## config.mk

```make
export PLATFORM = sky130hd
export DESIGN_NAME = mdu_mathreg
export DESIGN_NICKNAME = d
export VERILOG_FILES = /design/src/rtl/mdu_pkg.sv /design/src/rtl/mdu_divcore.sv /design/src/rtl/mdu_divfix.sv /design/src/rtl/mdu_shape.sv /design/src/rtl/mdu_mathreg.sv
export SDC_FILE = /design/constraint.sdc
export NUM_CORES = 1
export LEC_CHECK = 0
export ABC_AREA = 0
export BUFFER_PORTS_ARGS = -buffer_cell sky130_fd_sc_hd__buf_4
export CORE_MARGIN = 2
export CORE_UTILIZATION = 65
export DETAILED_ROUTE_END_ITERATION = 10
export GPL_ROUTABILITY_DRIVEN = 0
export HOLD_SLACK_MARGIN = 0.08
export PLACE_DENSITY = 0.86
export SLEW_MARGIN = 20
export SYNTH_ARGS = -nofsm -noshare
export SYNTH_HDL_FRONTEND = slang
export SYNTH_HIERARCHICAL = 1
export SYNTH_SLANG_ARGS = --single-unit
```

## constraint.sdc

```tcl
create_clock -name clk -period 9.02 [get_ports clk]
set_input_delay 1.353 -clock clk [delete_from_list [all_inputs] [get_ports clk]]
set_output_delay 1.353 -clock clk [all_outputs]
set_load 0.02 [all_outputs]
```

## src/rtl/mdu_pkg.sv

```systemverilog
package mdu_pkg;
   typedef enum logic {
      OP_MUL = 1'b0,
      OP_DIV = 1'b1
   } mdu_op_e;
endpackage

```

## src/rtl/mdu_divcore.sv

```systemverilog
// Restoring divider on unsigned magnitudes, one quotient bit per clock.
module mdu_divcore #(
   parameter int W = 16
) (
   input  logic         clk,
   input  logic         rst_n,
   input  logic         load,
   input  logic [W-1:0] dvd,
   input  logic [W-1:0] dsr,
   output logic         run,
   output logic         fin,
   output logic [W-1:0] quo,
   output logic [W-1:0] rem,
   output logic [W-1:0] dsr_hold
);
   localparam int CW = $clog2(W + 1);

   logic [CW-1:0] cnt;
   logic [W-1:0]  rem_q, quo_q, dsr_q;
   logic [W:0]    rem_sh, rem_sub;
   logic          ge;

   assign rem_sh  = {rem_q, quo_q[W-1]};
   assign ge      = rem_sh >= {1'b0, dsr_q};
   assign rem_sub = ge ? (rem_sh - {1'b0, dsr_q}) : rem_sh;

   always_ff @(posedge clk or negedge rst_n) begin
      if (!rst_n) begin
         cnt   <= '0;
         rem_q <= '0;
         quo_q <= '0;
         dsr_q <= '0;
         run   <= 1'b0;
         fin   <= 1'b0;
      end else begin
         fin <= 1'b0;
         if (load) begin
            rem_q <= '0;
            quo_q <= dvd;
            dsr_q <= dsr;
            cnt   <= CW'(W);
            run   <= 1'b1;
         end else if (run) begin
            rem_q <= rem_sub[W-1:0];
            quo_q <= {quo_q[W-2:0], ge};
            cnt   <= cnt - 1'b1;
            if (cnt == CW'(1)) begin
               run <= 1'b0;
               fin <= 1'b1;
            end
         end
      end
   end

   assign quo      = quo_q;
   assign rem      = rem_q;
   assign dsr_hold = dsr_q;
endmodule

```

## src/rtl/mdu_divfix.sv

```systemverilog
// Applies signs to the divider magnitudes and forms the destination quotient.
module mdu_divfix #(
   parameter int W             = 16,
   parameter bit ROUND_NEAREST = 1'b1
) (
   input  logic [W-1:0]          qmag,
   input  logic [W-1:0]          rmag,
   input  logic [W-1:0]          dmag,
   input  logic                  qneg,
   input  logic                  rneg,
   output logic signed [2*W-1:0] qval,
   output logic [W-1:0]          mlo,
   output logic [W-1:0]          mhi
);
   logic [W:0]     qsel;
   logic [2*W-1:0] qext;

   generate
      if (ROUND_NEAREST) begin : g_round
         logic up;
         assign up   = {rmag, 1'b0} >= {1'b0, dmag};
         assign qsel = {1'b0, qmag} + (W+1)'(up);
      end else begin : g_trunc
         assign qsel = {1'b0, qmag};
      end
   endgenerate

   assign qext = {{(W-1){1'b0}}, qsel};
   assign qval = qneg ? $signed(~qext + 1'b1) : $signed(qext);
   assign mhi  = qneg ? (~qmag + 1'b1) : qmag;
   assign mlo  = rneg ? (~rmag + 1'b1) : rmag;
endmodule

```

## src/rtl/mdu_shape.sv

```systemverilog
// Fits a double-width signed result into one word by saturation or wrap.
module mdu_shape #(
   parameter int W = 16
) (
   input  logic signed [2*W-1:0] value,
   input  logic                  wrap,
   output logic [W-1:0]          dest,
   output logic                  ovf
);
   localparam logic [W-1:0] SAT_MAX = {1'b0, {(W-1){1'b1}}};
   localparam logic [W-1:0] SAT_MIN = {1'b1, {(W-1){1'b0}}};

   logic [W:0] upper;
   assign upper = value[2*W-1:W-1];
   assign ovf   = !((&upper) || !(|upper));
   assign dest  = (!ovf || wrap) ? value[W-1:0]
                                 : (value[2*W-1] ? SAT_MIN : SAT_MAX);
endmodule

```

## src/rtl/mdu_mathreg.sv

```systemverilog
module mdu_mathreg #(
   parameter int W             = 16,
   parameter bit ROUND_NEAREST = 1'b1
) (
   input  logic         clk,
   input  logic         rst_n,
   input  logic         start,
   input  logic         op,
   input  logic [W-1:0] opa,
   input  logic [W-1:0] opb,
   input  logic         wrap_en,
   input  logic         trap_clr,
   output logic         busy,
   output logic         done,
   output logic [W-1:0] dest,
   output logic         ovf,
   output logic         zero,
   output logic         neg,
   output logic         trap,
   output logic [W-1:0] mreg_lo,
   output logic [W-1:0] mreg_hi
);
   import mdu_pkg::*;

   localparam logic [W-1:0] SAT_MAX = {1'b0, {(W-1){1'b1}}};
   localparam logic [W-1:0] SAT_MIN = {1'b1, {(W-1){1'b0}}};

   generate
      if (W < 4) begin : g_bad_width
         $error("mdu_mathreg: W must be at least 4");
      end
   endgenerate

   mdu_op_e op_e;
   logic    accept, div_go, div_zero;
   logic [W-1:0] a_mag, b_mag;
   logic signed [2*W-1:0] prod;

   assign op_e     = mdu_op_e'(op);
   assign accept   = start && !busy;
   assign div_zero = (opb == '0);
   assign div_go   = accept && (op_e == OP_DIV) && !div_zero;
   assign a_mag    = opa[W-1] ? (~opa + 1'b1) : opa;
   assign b_mag    = opb[W-1] ? (~opb + 1'b1) : opb;
   assign prod     = $signed({{W{opa[W-1]}}, opa}) * $signed({{W{opb[W-1]}}, opb});

   // divider
   logic         c_run, c_fin;
   logic [W-1:0] c_quo, c_rem, c_dsr;

   mdu_divcore #(.W(W)) u_core (
      .clk      (clk),
      .rst_n    (rst_n),
      .load     (div_go),
      .dvd      (a_mag),
      .dsr      (b_mag),
      .run      (c_run),
      .fin      (c_fin),
      .quo      (c_quo),
      .rem      (c_rem),
      .dsr_hold (c_dsr)
   );

   logic wrap_q, qneg_q, rneg_q;
   logic signed [2*W-1:0] div_val;
   logic [W-1:0] div_lo, div_hi;

   mdu_divfix #(.W(W), .ROUND_NEAREST(ROUND_NEAREST)) u_fix (
      .qmag (c_quo),
      .rmag (c_rem),
      .dmag (c_dsr),
      .qneg (qneg_q),
      .rneg (rneg_q),
      .qval (div_val),
      .mlo  (div_lo),
      .mhi  (div_hi)
   );

   // one shaper shared by both result paths
   logic signed [2*W-1:0] shp_val;
   logic         shp_wrap, shp_ovf;
   logic [W-1:0] shp_dest;

   assign shp_val  = busy ? div_val : prod;
   assign shp_wrap = busy ? wrap_q : wrap_en;

   mdu_shape #(.W(W)) u_shape (
      .value (shp_val),
      .wrap  (shp_wrap),
      .dest  (shp_dest),
      .ovf   (shp_ovf)
   );

   always_ff @(posedge clk or negedge rst_n) begin
      if (!rst_n) begin
         busy    <= 1'b0;
         done    <= 1'b0;
         dest    <= '0;
         ovf     <= 1'b0;
         zero    <= 1'b0;
         neg     <= 1'b0;
         trap    <= 1'b0;
         mreg_lo <= '0;
         mreg_hi <= '0;
         wrap_q  <= 1'b0;
         qneg_q  <= 1'b0;
         rneg_q  <= 1'b0;
      end else begin
         done <= 1'b0;
         if (trap_clr) trap <= 1'b0;
         if (accept && op_e == OP_MUL) begin
            dest    <= shp_dest;
            ovf     <= shp_ovf;
            zero    <= (shp_dest == '0);
            neg     <= shp_dest[W-1];
            mreg_lo <= prod[W-1:0];
            mreg_hi <= prod[2*W-1:W];
            if (shp_ovf) trap <= 1'b1;
            done    <= 1'b1;
         end else if (accept && div_zero) begin
            dest <= opa[W-1] ? SAT_MIN : SAT_MAX;
            ovf  <= 1'b1;
            zero <= 1'b0;
            neg  <= opa[W-1];
            trap <= 1'b1;
            done <= 1'b1;
         end else if (div_go) begin
            busy   <= 1'b1;
            wrap_q <= wrap_en;
            qneg_q <= opa[W-1] ^ opb[W-1];
            rneg_q <= opa[W-1];
         end else if (busy && c_fin) begin
            dest    <= shp_dest;
            ovf     <= shp_ovf;
            zero    <= (shp_dest == '0);
            neg     <= shp_dest[W-1];
            mreg_lo <= div_lo;
            mreg_hi <= div_hi;
            if (shp_ovf) trap <= 1'b1;
            busy    <= 1'b0;
            done    <= 1'b1;
         end
      end
   end
endmodule

```

==> Yosys cells after proc, flatten, opt, wreduce, memory -nomap -nowiden <==
Index checks and enable logic that the tools add are counted.
{ "totals": {"reg_bits": 112, "out_inout_bits": 54, "in_bits": 38, "word_cells": 125} }
{ "op_classes": {"mux": 59, "mul": 1, "bitwise": 9, "n_eq_ne": 4, "reduce_logical": 24, "add_sub_neg": 8, "magnitude_cmp": 2} }
{ "ops": {"columns": ["op", "n"], "rows": [
  ["16-bit 2-to-1 mux", 24],
  ["16-bit by 1-bit adder with 16-bit output, second input constant", 4],
  ["32-bit 2-to-1 mux", 2],
  ["16-bit inverter", 4],
  ["17-bit by 16-bit >= comparator with 1-bit output", 2],
  ["32-bit by 1-bit adder with 32-bit output, second input constant", 1],
  ["16-bit zero test", 2],
  ["16-bit by 16-bit multiplier with 32-bit output", 1],
  ["17-bit inverter with 32-bit output", 1],
  ["1-bit 2-to-1 mux", 31],
  ["16-bit by 1-bit adder with 17-bit output", 1],
  ["17-bit AND reduction", 1],
  ["17-bit OR reduction", 1],
  ["16-bit subtractor", 1],
  ["5-bit 2-to-1 mux", 2],
  ["3-bit AND reduction", 3],
  ["1-bit logical AND", 6],
  ["2-bit nonzero test", 3],
  ["5-bit by 1-bit == test with 1-bit output, second input constant", 1],
  ["5-bit by 1-bit subtractor with 5-bit output, second input constant", 1],
  ["1-bit zero test", 4],
  ["3-bit by 1-bit != test with 1-bit output, second input constant", 1],
  ["1-bit inverter", 3],
  ["3-bit nonzero test", 1],
  ["other kinds (5)", 6]
]} }

==> Logic depth before layout (Yosys ltp) <==
Gate-level depths: netlist of run 1.
{ "depth": {"word_depth": 16, "depth_mapped": 35, "ltp_nobuf": 31} }

==> Hierarchy <==
Netlist of run 1, hierarchy kept.
{ "modules_own_cells": {"columns": ["mod", "seq_area_each_um2", "area_per_inst_um2", "instances", "cells_each"], "rows": [
  ["mdu_mathreg", 1401.3, 13501.7, 1, 1558],
  ["mdu_divcore", 1376.3, 3294.4, 1, 350],
  ["mdu_divfix", 0.0, 2039.5, 1, 297],
  ["mdu_shape", 0.0, 336.6, 1, 52]
]} }

==> Least setup slack after synthesis of run 1 <==
OpenSTA, ideal clock, no wires.
{ "synth_path": {"path_kind": "in2reg", "from": "in opa[15]", "to": "reg zero", "arrival_ps": 9005, "required_ps": 8955, "setup_time_ps": 65, "path_stages": 32, "setup_slack_ps": -50, "cell_sequence": "clkbuf_1 -> clkbuf_1 -> nand2_1 -> fa_1 -> inv_1 -> fa_1 -> fa_1 -> fa_1 -> fa_1 -> inv_1 -> fa_1 -> inv_1 -> ha_1 -> clkbuf_1 -> and3_1 -> and4_1 -> o211ai_1 -> a21oi_1 -> o211ai_1 -> a21oi_1 -> o31ai_1 -> nor4_1 -> nand4_1 -> nor4_4 -> or3_1 -> buf_4 -> buf_6 -> nand2_1 -> nor4_1 -> and4_1 -> nand3_1 -> nand2_1"} }
{ "synth_between": {"elab_chain_cells": 12, "word_cells_on_any_way": 14, "cone_classes": "1 x mul; 7 x mux; 6 x reduce/logical"} }
{ "synth_lines": {"columns": ["item", "line_no", "rtl"], "rows": [
  ["start: declaration", "mdu_mathreg.sv:9", "input logic [W-1:0] opa,"],
  ["16-bit by 16-bit multiplier with 32-bit output *", "mdu_mathreg.sv:45", "assign prod = $signed({{W{opa[W-1]}}, opa}) * $signed({{W{opb[W-1]}}, opb});"],
  ["32-bit 2-to-1 mux *", "mdu_mathreg.sv:84", "assign shp_val = busy ? div_val : prod;"],
  ["via shp_val[31]", "mdu_mathreg.sv:80", "logic signed [2*W-1:0] shp_val;"],
  ["17-bit OR reduction", "mdu_shape.sv:15", "assign ovf = !((&upper) || !(|upper));"],
  ["1-bit zero test", "mdu_shape.sv:15", null],
  ["1-bit logical OR", "mdu_shape.sv:15", null],
  ["1-bit logical OR", "mdu_shape.sv:16", "assign dest = (!ovf || wrap) ? value[W-1:0]"],
  ["16-bit 2-to-1 mux *", "mdu_shape.sv:16", null],
  ["via shp_dest[12]", "mdu_mathreg.sv:82", "logic [W-1:0] shp_dest;"],
  ["16-bit zero test *", "mdu_mathreg.sv:114, mdu_mathreg.sv:135", null],
  ["1-bit 2-to-1 mux", "mdu_mathreg.sv:132", "end else if (busy && c_fin) begin"],
  ["1-bit 2-to-1 mux", "mdu_mathreg.sv:127", "end else if (div_go) begin"],
  ["1-bit 2-to-1 mux", "mdu_mathreg.sv:120", "end else if (accept && div_zero) begin"],
  ["1-bit 2-to-1 mux *", "mdu_mathreg.sv:111", "if (accept && op_e == OP_MUL) begin"],
  ["end signal: assignment", "mdu_mathreg.sv:114", "zero <= (shp_dest == '0);"],
  ["end signal: assignment", "mdu_mathreg.sv:135", "zero <= (shp_dest == '0);"],
  ["end: declaration", "mdu_mathreg.sv:17", "output logic zero,"]
]} }
The timed path passes the listed nets; every way through them passes the cells marked *. The select of a mux whose other input is x is not followed.
A chain may end at the register's enable or synchronous reset.

==> Final worst setup path of run 1 <==
{ "layout_path": {"from": "in opa[15]", "to": "reg zero"} }
{ "layout_between": {"elab_chain_cells": 12, "word_cells_on_any_way": 14, "cone_classes": "1 x mul; 7 x mux; 6 x reduce/logical"} }
{ "layout_lines": {"columns": ["item", "line_no"], "rows": [
  ["16-bit by 16-bit multiplier with 32-bit output *", "mdu_mathreg.sv:45"],
  ["32-bit 2-to-1 mux *", "mdu_mathreg.sv:84"],
  ["via shp_val[28]", "mdu_mathreg.sv:80"],
  ["17-bit OR reduction", "mdu_shape.sv:15"],
  ["1-bit zero test", "mdu_shape.sv:15"],
  ["1-bit logical OR *", "mdu_shape.sv:15"],
  ["1-bit logical OR *", "mdu_shape.sv:16"],
  ["16-bit 2-to-1 mux *", "mdu_shape.sv:16"],
  ["via shp_dest[4]", "mdu_mathreg.sv:82"],
  ["16-bit zero test *", "mdu_mathreg.sv:114, mdu_mathreg.sv:135"],
  ["1-bit 2-to-1 mux", "mdu_mathreg.sv:132"],
  ["1-bit 2-to-1 mux", "mdu_mathreg.sv:127"],
  ["1-bit 2-to-1 mux", "mdu_mathreg.sv:120"],
  ["1-bit 2-to-1 mux *", "mdu_mathreg.sv:111"]
]} }
Marks and branches as above.

==> impl_metrics.toml, run 1 <==
[outcome]
status = "completed"

[detailed_routing]
route.met2.wl_mm = 24.7
route.detailed.drc = 0
vias = 16100
top_layer = "met4"
wl_mm = 51.4
drt-met1-wl_mm = 19.4
ant_nets = 0
firstDrtPassIters = 8
dr_wl_met3_mm = 4.34
viasPerCell = 6.08
post_drt_wl_per_cell_um = 19.4
dr.first_iter.drc_count = 1649

[timing]
rsz0062_at_grt = "no"
setup_viol_count_final = 0
min_period_over_period_pct = 96.2
hold_ws_ps = 489
fmax_mhz = 115
tightestPinTransition_ps = 1080
worst_slack_ps = 339
slew_violations = 0
slew_headroom_pct = 28.1
final_hold_viol_count = 0
fin_crit_ps = 8680
skew_ps = 21.7

[clocking]
cts_hold_buf = 0
cts_buffers = 9
root_buffer = "clkbuf_16"
cts_buffer_depth = 2
cts_sinks = 111
cts_tree = "done"
post_cts_resized = 0
clock_latency_ps = 380
clk_pin_slew_ps = 80
cts.htree.levels = 3
postCtsSetupRepairBufs = 0

[placed_design]
dp_cells = 2631
dp_hpwl_mm = 40.6
pre_cts_ws_ps = -122
io_buffer_count = 91
dpl_cell_area_sq_um = 20000

[die]
core_sq_um = 28900
die_h_um = 176
start_util_pct = 66.4
die_width_um = 176
rows = 62
die_area_sq_um = 30900
io_pins = 92

[synthesis]
synthCells = 2257
syn_nets = 2681
avgSynthCellArea_sq_um = 8.49
yosysTopAreaCellShare_pct = 27.5
yosys_warnings = 6
synth_ff_type = "dfrtp_1"
yosysSeqAreaShare_pct = 14.5
synthDistinctLibCells = 84
async_reset_ff_share_pct = 100
netlist_area_sq_um = 19200
synth-edff-count = 0
yosys-top-cells-area = "fa_1, dfrtp_1, ha_1"
yosysTopAreaCell = "fa_1"
synth-seq-cells = 111

[worst_setup_path]
critical_path.max_stage_delay_ps = 610
crit_top_cell = "fa_1"
critPathMaxFanout = 15
crit_type = "input port to register"
cp_data_arrival_time_ps = 8990
cp-end-kind = "register"
worst_setup_path_start_kind = "input port"
slowest_stage = "fa_1"
critPathRequiredTime_ps = 9320

[worst_hold_path]
worstHoldPathType = "register to register"

[layout]
multi_input_area_sq_um = 14500
seqCellArea_sq_um = 2780
fin_cells = 2648
drive_gt1_share_pct = 9.99
final.fill_count = 2160
finalInstanceArea_sq_um = 20300
area_delta_synth_final_pct = 5.82
nets = 2682

[global_routing]
grt_antenna_before_repair = 0
grt_max_degree = 71
grt_overflow = 0
grt_pass1_wl_mm = 84.4
grt.total_usage_pct = 34.6
grt_pass1_vias = 16800

[job]
cap_violations = 0
flip-flops by register name, indices dropped and copies added, names as in the netlist:
register / cells
ovf: 1
u_core/rem: 16
u_core/quo: 16
dest: 16
u_core/run: 1
done: 1
u_core/fin: 1
mreg_lo: 16
busy: 1
u_core/dsr_hold: 16
mreg_hi: 16
qneg_q: 1
u_core/cnt: 5
zero: 1
rneg_q: 1
trap: 1
wrap_q: 1
logic make-up (layout without fill, tap and decap cells):
| logic type | Yosys count | count (layout) | share of synthesized area, % |
|---|---|---|---|
| AO/OA/AOI/OAI | 380 | 380 | 13.1 |
| XOR/XNOR | 130 | 130 | 5.98 |
| adder cells (fa/ha/maj) | 386 | 386 | 35.5 |
| buffers and inverters | 483 | 489 | 9.97 |
| flip-flops | 111 | 111 | 14.5 |
| multiplexers | 34 | 34 | 1.86 |
| other | 0 | 1 | 0 |
| AND/OR/NAND/NOR | 733 | 733 | 19.1 |
cell usage after synthesis (all sizes together) (30+ instances only):
| master | number |
|---|---|
| clkbuf | 95 |
| and2 | 125 |
| a21oi | 105 |
| ha | 123 |
| xor2 | 30 |
| o21ai | 123 |
| fa | 263 |
| nor2 | 106 |
| nand2 | 330 |
| inv | 353 |
| xnor2 | 100 |
| buf | 35 |
| dfrtp | 111 |
| o31ai | 36 |
final timing paths:
path / end / from / cells after the start / slack (ps)
hold / removal: busy / u_core/fin / 1 / 490
hold reg to reg: busy / u_core/fin / 1 / 490
setup reg to reg: zero / u_core/rem[0] / 25 / 2050
max in group asynchronous: u_core/run / rst_n / 2 / 6730
setup / recovery: zero / opa[15] / 30 / 340
min in group asynchronous: u_core/dsr_hold[3] / rst_n / 1 / 1010
critical path, delay by kind of cell:
family	cells	cell delay, ps
buffers and inverters	6	590
adders and majority gates	7	3510
xor gates and xnor gates	1	220
and+or+nand+nor	10	1990
AOI/OAI and AO/OA	6	1320
metrics by stage:
stage | TNS, ps | utilization [%]
after global placement | 0 | 69.2
final | 0 | 70.3
after floorplan | 0 | -
after CTS | 0 | 70.3
after detailed placement | -122 | 69.2
after global routing | 0 | 70.3
final cells by class:
| class | count | area share [%] |
|---|---|---|
| Multi-Input combinational cell | 1663 | 71.5 |
| Tap cell | 384 | 2.37 |
| Clock buffer | 9 | 1.11 |
| Clock inverter | 7 | 0.358 |
| Timing Repair Buffer | 120 | 4.44 |
| Antenna cell | 1 | 0.0123 |
| Inverter | 353 | 6.53 |
| Sequential cell | 111 | 13.7 |
cell usage in the layout, fill, tap and decap left out, types with 7 or more instances in the layout:
master     netlist  layout
a31oi_1         10      10
nand2_2          7       7
nor2_1         104     103
or4_1            7       7
nor3_1          17      17
a21o_1          20      20
nor4_1          13      13
o21ai_0        119     116
mux2i_1         21      21
fa_1           263     262
and4_1           7       7
ha_1           123     123
nand4_1          7       7
nand2_1        323     323
nor2b_1         10      10
a21oi_2         22      22
clkbuf_16        0       9
nand3_1         24      24
nand2b_1        19      19
or3_1           12      11
o211ai_1         7       7
and3_1          25      25
o31ai_1         36      36
a21oi_1         82      82
or2_2            7       7
inv_1          353     353
xor2_1          30      30
o21bai_1         7       7
o21a_1          12      12
mux2_2          13      13
and2_1         125     124
xnor2_1         99      99
buf_4           11     120
dfrtp_1        111     110
per-layer routing:
metal / GRT usage, % / up-vias
met4: 18.5 / 0
met1: 42.9 / 7805
li1: - / 7205
met5: 0 / -
met3: 4.94 / 208
met2: 58.9 / 889
Power of run 1 is left out: the tool's default activity adds up to more than one toggle a clock period on the data nets, which glitch-free logic cannot reach.
==> run 2: changes to the inputs <==
- CORE_UTILIZATION: 65 -> 58
- GPL_ROUTABILITY_DRIVEN: 0 -> default
- PLACE_DENSITY: 0.86 -> 0.78
==> impl_metrics.toml, run 2 (same netlist as run 1, synthesis figures left out) <==
[outcome]
status = "completed"

[clocking]
clk_pin_slew_ps = 80
root_buffer = "clkbuf_16"
cts_buffer_depth = 2
cts_buffers = 9
cts_tree = "done"
postCtsSetupRepairBufs = 0
cts_sinks = 111
cts.htree.levels = 3
clock_latency_ps = 360

[global_routing]
grtUsageMet1_pct = 39.2
grt.total_usage_pct = 30.9
use_met3_pct = 4.15
grt.busiest_layer = "met2"
grt_pass1_wl_mm = 83.2
grt_max_degree = 78
grt_overflow = 0
grt.met2_usage_pct = 53.9
grt_pass1_vias = 16200
grt_antenna_before_repair = 2

[placed_design]
dp_hpwl_mm = 41.0
routabilityCongestion = 0.943
io_buffer_count = 91
dp_cells = 2706

[job]
cap_violations = 0

[die]
die_h_um = 186
die_width_um = 186
io_pins = 92
core_sq_um = 32500
rows = 66
start_util_pct = 58.9
die_area_sq_um = 34500

[worst_setup_path]
timing.critical_path.to = "zero"
crit_type = "input port to register"
slowest_stage = "fa_1"
critical_path.max_stage_delay_ps = 550
r2r_start = "u_core/rem[0]"
ff2ff_setup_slack_ps = 2000
worst-r2r-cell-count = 27
critPathRequiredTime_ps = 9320
critPathLaunch = "opb[3]"
cp_data_arrival_time_ps = 8940
cp-end-kind = "register"
critPathMaxFanout = 21
worst_setup_path_start_kind = "input port"
rr_endpoint = "zero"
crit_top_cell = "fa_1"

[timing]
hold_ws_ps = 498
setup_viol_count_final = 0
fmax_mhz = 116
skew_ps = 13.5
min_period_over_period_pct = 95.7
slew_violations = 0
rsz0062_at_grt = "no"
fin_crit_ps = 8640
tightestPinTransition_ps = 1070
slew_headroom_pct = 28.4
final_hold_viol_count = 0

[worst_hold_path]
worstHoldPathType = "register to register"
hp-start = "u_core/fin"

[layout]
drive_gt1_share_pct = 10.9
fin_cells = 2723
final.fill_count = 2732
mostFrequentLayoutCell = "inv_1"
area_delta_synth_final_pct = 7.09
final_cell_mix = "inv_1, nand2_1, fa_1, buf_4, and2_1"
fin_util_pct = 63.1
nets = 2699

[detailed_routing]
dr.first_iter.drc_count = 1231
viasPerCell = 5.78
vias = 15700
firstDrtPassIters = 6
ant_nets = 0
wl_mm = 50.8
route.detailed.drc = 0
post_drt_wl_per_cell_um = 18.7
run 2: cell types whose count changed in the layout (fill, tap and decap cells not counted), moves of 2 or more:
cell,before,now
buf_4,120,136
nor4_1,13,11
o21ai_0,116,119
nor4_2,0,2
inv_6,2,0
o21ai_1,6,3
run 2: stage by stage:
step	setup slack, ps	TNS (ps)	area (sq um)
CTS	353	0	20500
finish	384	0	20500
floorplan	43.0	0	19200
global route	1.83	0	20500
detailed placement	-15.3	-15.3	20200
global placement	148	0	20200
run 2: cell type report:
type                    instances  area (sq um)  area share [%]
clock inverters                 7          75.1           0.366
well taps                     442           553            2.69
diodes                          1          2.50          0.0122
flip-flops and latches        111          2780            13.5
clock buffers                   9           225            1.10
multi-input cells            1663         14500            70.8
inverters                     353          1330            6.45
repair buffers                137          1040            5.07
run 2: worst max-delay path: cells and delay by family:
kind,cells,cell delay (ps)
buffers and inverters,7,720
adder cells (fa/ha/maj),7,3450
AO/OA/AOI/OAI,5,860
AND/OR/NAND/NOR,13,2550
run 2: routing by layer:
metal | part of all wire (%) | vias to the layer above | wire length, um
li1 | - | 7244 | -
met1 | 40 | 7739 | 20600
met2 | 49 | 622 | 25100
met3 | 6.7 | 119 | 3400
met4 | 3.4 | 2 | 1730
met5 | 0.026 | - | 13
run 2: how the worst min path moves through the flow:
stage | endpoint | slack, ps | depth (start not counted)
floorplan | busy | 450 | 1
global placement | busy | 470 | 1
detailed placement | busy | 480 | 1
CTS | busy | 500 | 1
global route | busy | 520 | 1
finish | busy | 500 | 1
run 2: what timing repair did:
| item | CTS | global route |
|---|---|---|
| gates resized for setup | 0 | 8 |
| hold buffers | 0 | 0 |
| setup endpoints to repair | 0 | 1 |
Power of run 2 is left out for the same reason.
